<file path="src/rtl/poll_match_pkg.sv">
package poll_match_pkg;
  typedef enum logic {MATCH_ALL = 1'b0, MATCH_ANY = 1'b1} match_mode_e;
  typedef enum logic {ST_IDLE = 1'b0, ST_POLL = 1'b1} poll_state_e;
endpackage

</file>
<file path="src/rtl/poll_compare.sv">
module poll_compare
  import poll_match_pkg::*;
#(
  parameter int STATUS_W = 32
) (
  input  logic [STATUS_W-1:0] status_i,
  input  logic [STATUS_W-1:0] mask_i,
  input  logic [STATUS_W-1:0] match_val_i,
  input  match_mode_e         mode_i,
  output logic                hit_o
);
  logic [STATUS_W-1:0] all_term;
  logic [STATUS_W-1:0] any_term;

  for (genvar b = 0; b < STATUS_W; b++) begin : g_bit
    logic same;
    assign same        = ~(status_i[b] ^ match_val_i[b]);
    // unmasked bit passes in all-mode, never contributes in any-mode
    assign all_term[b] = same | ~mask_i[b];
    assign any_term[b] = same & mask_i[b];
  end

  always_comb begin
    unique case (mode_i)
      MATCH_ALL: hit_o = &all_term;
      MATCH_ANY: hit_o = |any_term;
      default:   hit_o = 1'b0;
    endcase
  end
endmodule

</file>
<file path="src/rtl/poll_ctrl.sv">
module poll_ctrl
  import poll_match_pkg::*;
(
  input  logic clk_i,
  input  logic rst_ni,
  input  logic enable_i,
  input  logic start_i,
  input  logic abort_i,
  input  logic status_valid_i,
  input  logic hit_i,
  input  logic stop_on_match_i,
  input  logic flag_clr_i,
  output logic match_flag_o,
  output logic active_o,
  output logic done_o,
  output logic abort_pend_o
);
  poll_state_e state_q, state_d;
  logic        flag_q, done_q, pend_q;
  logic        take, halt_match;

  assign take       = (state_q == ST_POLL) && status_valid_i;
  assign halt_match = take && hit_i && stop_on_match_i;

  always_comb begin
    state_d = state_q;
    if (!enable_i || pend_q)                         state_d = ST_IDLE;
    else if (state_q == ST_POLL && halt_match)       state_d = ST_IDLE;
    else if (state_q == ST_IDLE && start_i)          state_d = ST_POLL;
  end

  always_ff @(posedge clk_i or negedge rst_ni) begin
    if (!rst_ni) begin
      state_q <= ST_IDLE;
      flag_q  <= 1'b0;
      done_q  <= 1'b0;
      pend_q  <= 1'b0;
    end else begin
      state_q <= state_d;
      done_q  <= enable_i && !pend_q && halt_match;
      pend_q  <= abort_i;
      // set wins over clear
      if (take && hit_i)   flag_q <= 1'b1;
      else if (flag_clr_i) flag_q <= 1'b0;
    end
  end

  assign match_flag_o = flag_q;
  assign active_o     = (state_q == ST_POLL);
  assign done_o       = done_q;
  assign abort_pend_o = pend_q;


  done_one_cycle_chk: assert property (@(posedge clk_i) disable iff (!rst_ni)
    done_o |=> !done_o);

  done_idle_chk: assert property (@(posedge clk_i) disable iff (!rst_ni)
    done_o |-> !active_o);

  disable_stops_chk: assert property (@(posedge clk_i) disable iff (!rst_ni)
    !enable_i |=> !active_o);

  abort_clears_chk: assert property (@(posedge clk_i) disable iff (!rst_ni)
    (abort_pend_o && !abort_i) |=> (!abort_pend_o && !active_o));

  start_gate_chk: assert property (@(posedge clk_i) disable iff (!rst_ni)
    $rose(active_o) |-> $past(start_i && enable_i));

  flag_source_chk: assert property (@(posedge clk_i) disable iff (!rst_ni)
    $rose(match_flag_o) |-> $past(status_valid_i && active_o));

  flag_sticky_chk: assert property (@(posedge clk_i) disable iff (!rst_ni)
    (match_flag_o && !flag_clr_i) |=> match_flag_o);
endmodule

</file>
<file path="src/rtl/status_poll_matcher.sv">
module status_poll_matcher
  import poll_match_pkg::*;
#(
  parameter int STATUS_W = 32
) (
  input  logic                clk_i,
  input  logic                rst_ni,
  input  logic                enable_i,
  input  logic                start_i,
  input  logic                abort_i,
  input  logic [STATUS_W-1:0] status_i,
  input  logic                status_valid_i,
  input  logic [STATUS_W-1:0] mask_i,
  input  logic [STATUS_W-1:0] match_val_i,
  input  logic                or_mode_i,
  input  logic                stop_on_match_i,
  input  logic                match_ie_i,
  input  logic                flag_clr_i,
  output logic                match_flag_o,
  output logic                match_irq_o,
  output logic                active_o,
  output logic                done_o,
  output logic                abort_pend_o
);
  logic        hit;
  match_mode_e mode;

  assign mode = match_mode_e'(or_mode_i);

  poll_compare #(.STATUS_W(STATUS_W)) cmp_i (
    .status_i    (status_i),
    .mask_i      (mask_i),
    .match_val_i (match_val_i),
    .mode_i      (mode),
    .hit_o       (hit)
  );

  poll_ctrl ctrl_i (
    .clk_i           (clk_i),
    .rst_ni          (rst_ni),
    .enable_i        (enable_i),
    .start_i         (start_i),
    .abort_i         (abort_i),
    .status_valid_i  (status_valid_i),
    .hit_i           (hit),
    .stop_on_match_i (stop_on_match_i),
    .flag_clr_i      (flag_clr_i),
    .match_flag_o    (match_flag_o),
    .active_o        (active_o),
    .done_o          (done_o),
    .abort_pend_o    (abort_pend_o)
  );

  assign match_irq_o = match_flag_o & match_ie_i;


  empty_mask_any_chk: assert property (@(posedge clk_i) disable iff (!rst_ni)
    (or_mode_i && mask_i == '0) |-> !hit);

  irq_gate_chk: assert property (@(posedge clk_i) disable iff (!rst_ni)
    match_irq_o |-> (match_flag_o && match_ie_i));
endmodule

</file>
<file path="config.mk">
export PLATFORM = sky130hd
export DESIGN_NAME = status_poll_matcher
export DESIGN_NICKNAME = d
export VERILOG_FILES = /design/src/rtl/poll_match_pkg.sv /design/src/rtl/poll_compare.sv /design/src/rtl/poll_ctrl.sv /design/src/rtl/status_poll_matcher.sv
export SDC_FILE = /design/constraint.sdc
export NUM_CORES = 1
export LEC_CHECK = 0
export ABC_CLOCK_PERIOD_IN_PS = 930
export CORE_MARGIN = 2
export CORE_UTILIZATION = 23
export DETAILED_ROUTE_END_ITERATION = 8
export PLACE_DENSITY = 0.76
export SYNTH_ARGS = -nofsm -noshare
export SYNTH_HDL_FRONTEND = slang
export SYNTH_SLANG_ARGS = --single-unit
export TNS_END_PERCENT = 1
</file>
<file path="constraint.sdc">
create_clock -name clk_i -period 0.93 [get_ports clk_i]
set_clock_uncertainty 0.1 [all_clocks]
set_input_delay 0.186 -clock clk_i [delete_from_list [all_inputs] [get_ports clk_i]]
set_output_delay 0.186 -clock clk_i [all_outputs]
set_load 0.01 [all_outputs]
</file>
# After elaboration in Yosys (flattened, before gate mapping)
# Cells that the tools add are included.
[op_classes]
n_reduce_logical = 14
muxes = 6
bitwise = 163
[ops]
columns = ["cell", "n"]
rows = [
  ["1-bit NOT", 66],
  ["1-bit AND", 33],
  ["1-bit bitwise OR", 32],
  ["32-bit AND reduction", 1],
  ["32-bit OR reduction", 1],
  ["1-bit XOR", 32],
  ["1-bit logical AND", 7],
  ["1-bit 2-to-1 mux", 5],
  ["3-bit nonzero test", 1],
  ["1-bit logical NOT", 2],
  ["1-bit one-hot mux with 2 select lines", 1],
  ["2-bit nonzero test", 1],
  ["1-bit logical OR", 1],
]
[word_totals]
reg_bits = 4
word_cells = 187

# Logic depth before layout (Yosys ltp)
[depth]
depth_word = 10
mapped_depth = 7
depth_no_buf = 7

# Modules after synthesis
# Synthesis repeated with hierarchy kept, for this count alone.
[unflattened]
hier_cells = 122
hier_area_um2 = 873.3
[modules_own_cells]
columns = ["mod", "area_each_um2", "cells_each", "instances"]
rows = [
  ["poll_compare", 713.2, 109, 1],
  ["poll_ctrl", 153.9, 12, 1],
  ["status_poll_matcher", 6.3, 1, 1],
]

# Worst setup path before layout
# No wires, ideal clock.
[synth_timing]
path_type = "in2reg"
startpoint = "input port match_val_i[21]"
endpoint = "register ctrl_i.state_q, in the netlist ctrl_i.active_o"
arrival_time_ps = 1370
path_slack_ps = -663
t_required_ps = 707
n_path_buf = 0
path_stages = 7
path_cell_list = "xor2_1 -> a22o_1 -> a221oi_1 -> nand4_1 -> o21bai_1 -> nand4b_1 -> o221a_1"
[synth_between]
elab_chain_len = 10
elab_cells_between_ends = 13
cone_classes = "mux (3); bitwise (4); reduce/logical (6)"
[synth_rtl]
columns = ["element", "line_no", "source"]
rows = [
  ["from (decl)", "status_poll_matcher.sv:14", "input logic [STATUS_W-1:0] match_val_i,"],
  ["1-bit XOR (*)", "poll_compare.sv:17", "assign same = ~(status_i[b] ^ match_val_i[b]);"],
  ["1-bit NOT (*)", "poll_compare.sv:17", ""],
  ["1-bit AND or 1-bit bitwise OR (tied branches)", "poll_compare.sv:20, poll_compare.sv:19", ""],
  ["32-bit OR reduction or 32-bit AND reduction (tied branches)", "poll_compare.sv:26, poll_compare.sv:25", ""],
  ["1-bit one-hot mux with 2 select lines (*)", "poll_compare.sv:24", "unique case (mode_i)"],
  ["1-bit logical AND (*) (2 in a row)", "poll_ctrl.sv:23", "assign halt_match = take && hit_i && stop_on_match_i;"],
  ["1-bit logical AND (*)", "poll_ctrl.sv:28", "else if (state_q == ST_POLL && halt_match) state_d = ST_IDLE;"],
  ["1-bit 2-to-1 mux", "poll_ctrl.sv:28", ""],
  ["1-bit 2-to-1 mux", "poll_ctrl.sv:27", "if (!enable_i || pend_q) state_d = ST_IDLE;"],
  ["to (signal assigned)", "poll_ctrl.sv:39", "state_q <= state_d;"],
  ["to (decl)", "poll_ctrl.sv:18", "poll_state_e state_q, state_d;"],
]
# Mark *: on every way between the ends. The rest lies on a longest branch, timed or not.
# A chain may end at the register's enable or synchronous reset.

# Worst setup path after layout
# Same ends and word-level chain as after synthesis.

==> flow_summary.ini <==
[critical_path]
critPathKind = in2reg
crit_fanout = 2
critPathRequiredTime_ns = 0.93
start_kind = input port
arrival_ns = 1.54
worstSetupEndpointType = flip-flop

[die]
initial_core_util_pct = 24.0
pin_count = 111
coreArea_mm2 = 0.00366
die_y_um = 65.8
dieArea_mm2 = 0.00433
die_w_um = 65.8
rows = 22

[sta]
rsz0062_at_grt = yes
period_minus_slack_ns = 1.54
worst_pin_slew_ns = 0.242
fin_crit_sh_pct = 165
drv_slew = 0
max_freq_mhz = 650
setup_violations = 8
setup_tns_ns = -2.27
finalHoldViolCount = 0
max_slew_margin_pct = 83.9
layout_setup_ws_ns = -0.607

[grt]
grt_pass1_wl_um = 6330
grt_overflow = 0
track_usage_pct = 19.1
grt_pass1_vias = 1490
grt_max_degree = 5
antenna_found_initial = 0

[clocking]
cts_buffer_depth = 2
clock-sinks = 4
clock_tree.root_cell = clkbuf_8
clk_pin_slew_worst_paths_ns = 0.03
cts_buffers = 3
ctsHtreeMaxLevel = 1
worstSkewPairLatency_ns = 0.22
cts_tree = done

[place]
dp_hpwl_um = 3370
port-buffer-count = 110
gp_congestion = 0.818

[logic_synthesis]
ys_warn_count = 0
yosysSeqAreaShare_pct = 11.4
syn-num-nets = 229
synthesis.instances = 123
avgSynthCellArea_um2 = 7.14
syn_area_um2 = 878
yosys_register_bits = 4
ys_types = 20

[pwr]
p_leak_nw = 1.20
power_mw = 1.52
power.density_mw_per_mm2 = 667
ir_drop_mv = 0.317

[finish]
areaGrowthSynthToFinish_pct = 159
mostFrequentLayoutCells = dlygate4sd2_1, inv_1, buf_2
nNetsFinal = 367
antenna_cells = 0
drive_gt1_share_pct = 40.9
mostFrequentLayoutCell = dlygate4sd2_1

[detailed_routing]
vias_per_cell = 4.46
drc_errors = 0
ant_nets = 0
wl_um = 3870
wl_per_cell_um = 12.6
vias = 1369
drtIter0Drc = 25
drt-pass1-iter-count = 2

[worst_hold_path]
hp-class = in2async

[run_status]
violations = negative setup slack
status = finished, violations left

[flow_run]
drv_cap = 0
## per-stage QoR
step | hold WS (ns) | setup slack, ns | instances | area (um^2) | util, %
4_1_cts | 0.0685 | -0.636 | 306 | 2230 | 61.0
3_5_place_dp | 0.301 | -1.22 | 298 | 2230 | 61.0
2_1_floorplan | -0.210 | -0.580 | 123 | 945 | -
3_3_place_gp | 0.304 | -1.17 | 298 | 2230 | 61.0
5_1_grt | 0.0792 | -0.697 | 307 | 2270 | 62.1
6_report | 0.0688 | -0.607 | 307 | 2270 | 62.1
## final timing paths
kind / cells past startpoint / from / slack (ns) / endpoint
worst max-delay path: 8 / match_val_i[21] / -0.61 / ctrl_i.active_o$_DFFE_PN0P_
worst min-delay path: 1 / rst_ni / 0.07 / ctrl_i.active_o$_DFFE_PN0P_
worst max register to register: 3 / ctrl_i.active_o$_DFFE_PN0P_ / -0.09 / ctrl_i.active_o$_DFFE_PN0P_
worst min register to register: 2 / ctrl_i.match_flag_o$_DFFE_PN0P_ / 0.44 / ctrl_i.match_flag_o$_DFFE_PN0P_
max in group asynchronous: 1 / rst_ni / 0.49 / ctrl_i.abort_pend_o$_DFF_PN0_
min in group clk_i: 1 / abort_i / 0.31 / ctrl_i.abort_pend_o$_DFF_PN0_
## area by class of cell
| type | count | area [um^2] |
|---|---|---|
| inverters | 34 | 128 |
| well taps | 48 | 60.1 |
| fillers | 361 | 1390 |
| flip-flops and latches | 4 | 100 |
| clock buffers | 3 | 41.3 |
| multi-input cells | 85 | 883 |
| repair buffers | 133 | 1060 |
## synth_stat cells
master / count / share of area (%)
inv_1: 34 / 15
xor2_1: 31 / 31
o22ai_1: 15 / 11
a22o_1: 8 / 8.0
a221oi_1: 7 / 7.0
nor2_1: 7 / 3.0
dfrtp_1: 4 / 11
nand4_1: 3 / 2.1
nand2_1: 2 / 0.86
o21bai_1: 2 / 1.7
a221oi_2: 1 / 1.7
and2_1: 1 / 0.71
nand4b_1: 1 / 1.0
nor2b_1: 1 / 0.71
nor4_1: 1 / 0.71
o21ai_0: 1 / 0.57
o21ai_1: 1 / 0.57
o221a_1: 1 / 1.3
or3_1: 1 / 0.71
xor2_2: 1 / 1.9
## sequential cells by signal, indices dropped and copies added (netlist names)
name / count
ctrl_i.abort_pend_o: 1
ctrl_i.active_o: 1
ctrl_i.done_o: 1
ctrl_i.match_flag_o: 1
## report_power, final
| group | internal, mW | switching, mW | total (mW) |
|---|---|---|---|
| Sequential | 0.182 | 0.00398 | 0.186 |
| Combinational | 0.575 | 0.383 | 0.958 |
| Clock | 0.277 | 0.0975 | 0.374 |
## what timing repair did
action | CTS | global route
hold buffers | 0 | 0
setup buffers | 5 | 1
setup endpoints to repair | 8 | 8
gates resized for setup | 219 | 31
pin swaps | 52 | 32
gates cloned | 0 | 0
## cell families (layout without fill, tap and decap cells)
kind of cell / after synthesis / after routing / share of synthesized area [%]
buffers and inverters: 34 / 170 / 14.5
DFF: 4 / 4 / 11.4
AOI/OAI and AO/OA: 36 / 36 / 31.5
and+or+nand+nor: 17 / 17 / 9.83
xor gates and xnor gates: 32 / 32 / 32.8
## critical path: stages
cell and delay, ns:
buf_6 0.09, xor2_2 0.17, a22o_1 0.23, a221oi_2 0.21, nand4_1 0.14, o21bai_1 0.15, nand4b_1 0.13, o221a_1 0.23
## metal layers
| layer | track usage, % | vias to the layer above | wire length (um) |
|---|---|---|---|
| met3 | 4.77 | 8 | 332 |
| met1 | 19.7 | 625 | 1310 |
| met4 | 5.99 | 0 | 75 |
| met5 | 0 | - | 0 |
| li1 | - | 676 | - |
| met2 | 37.0 | 60 | 2160 |
(Power assumes the default switching activity.)
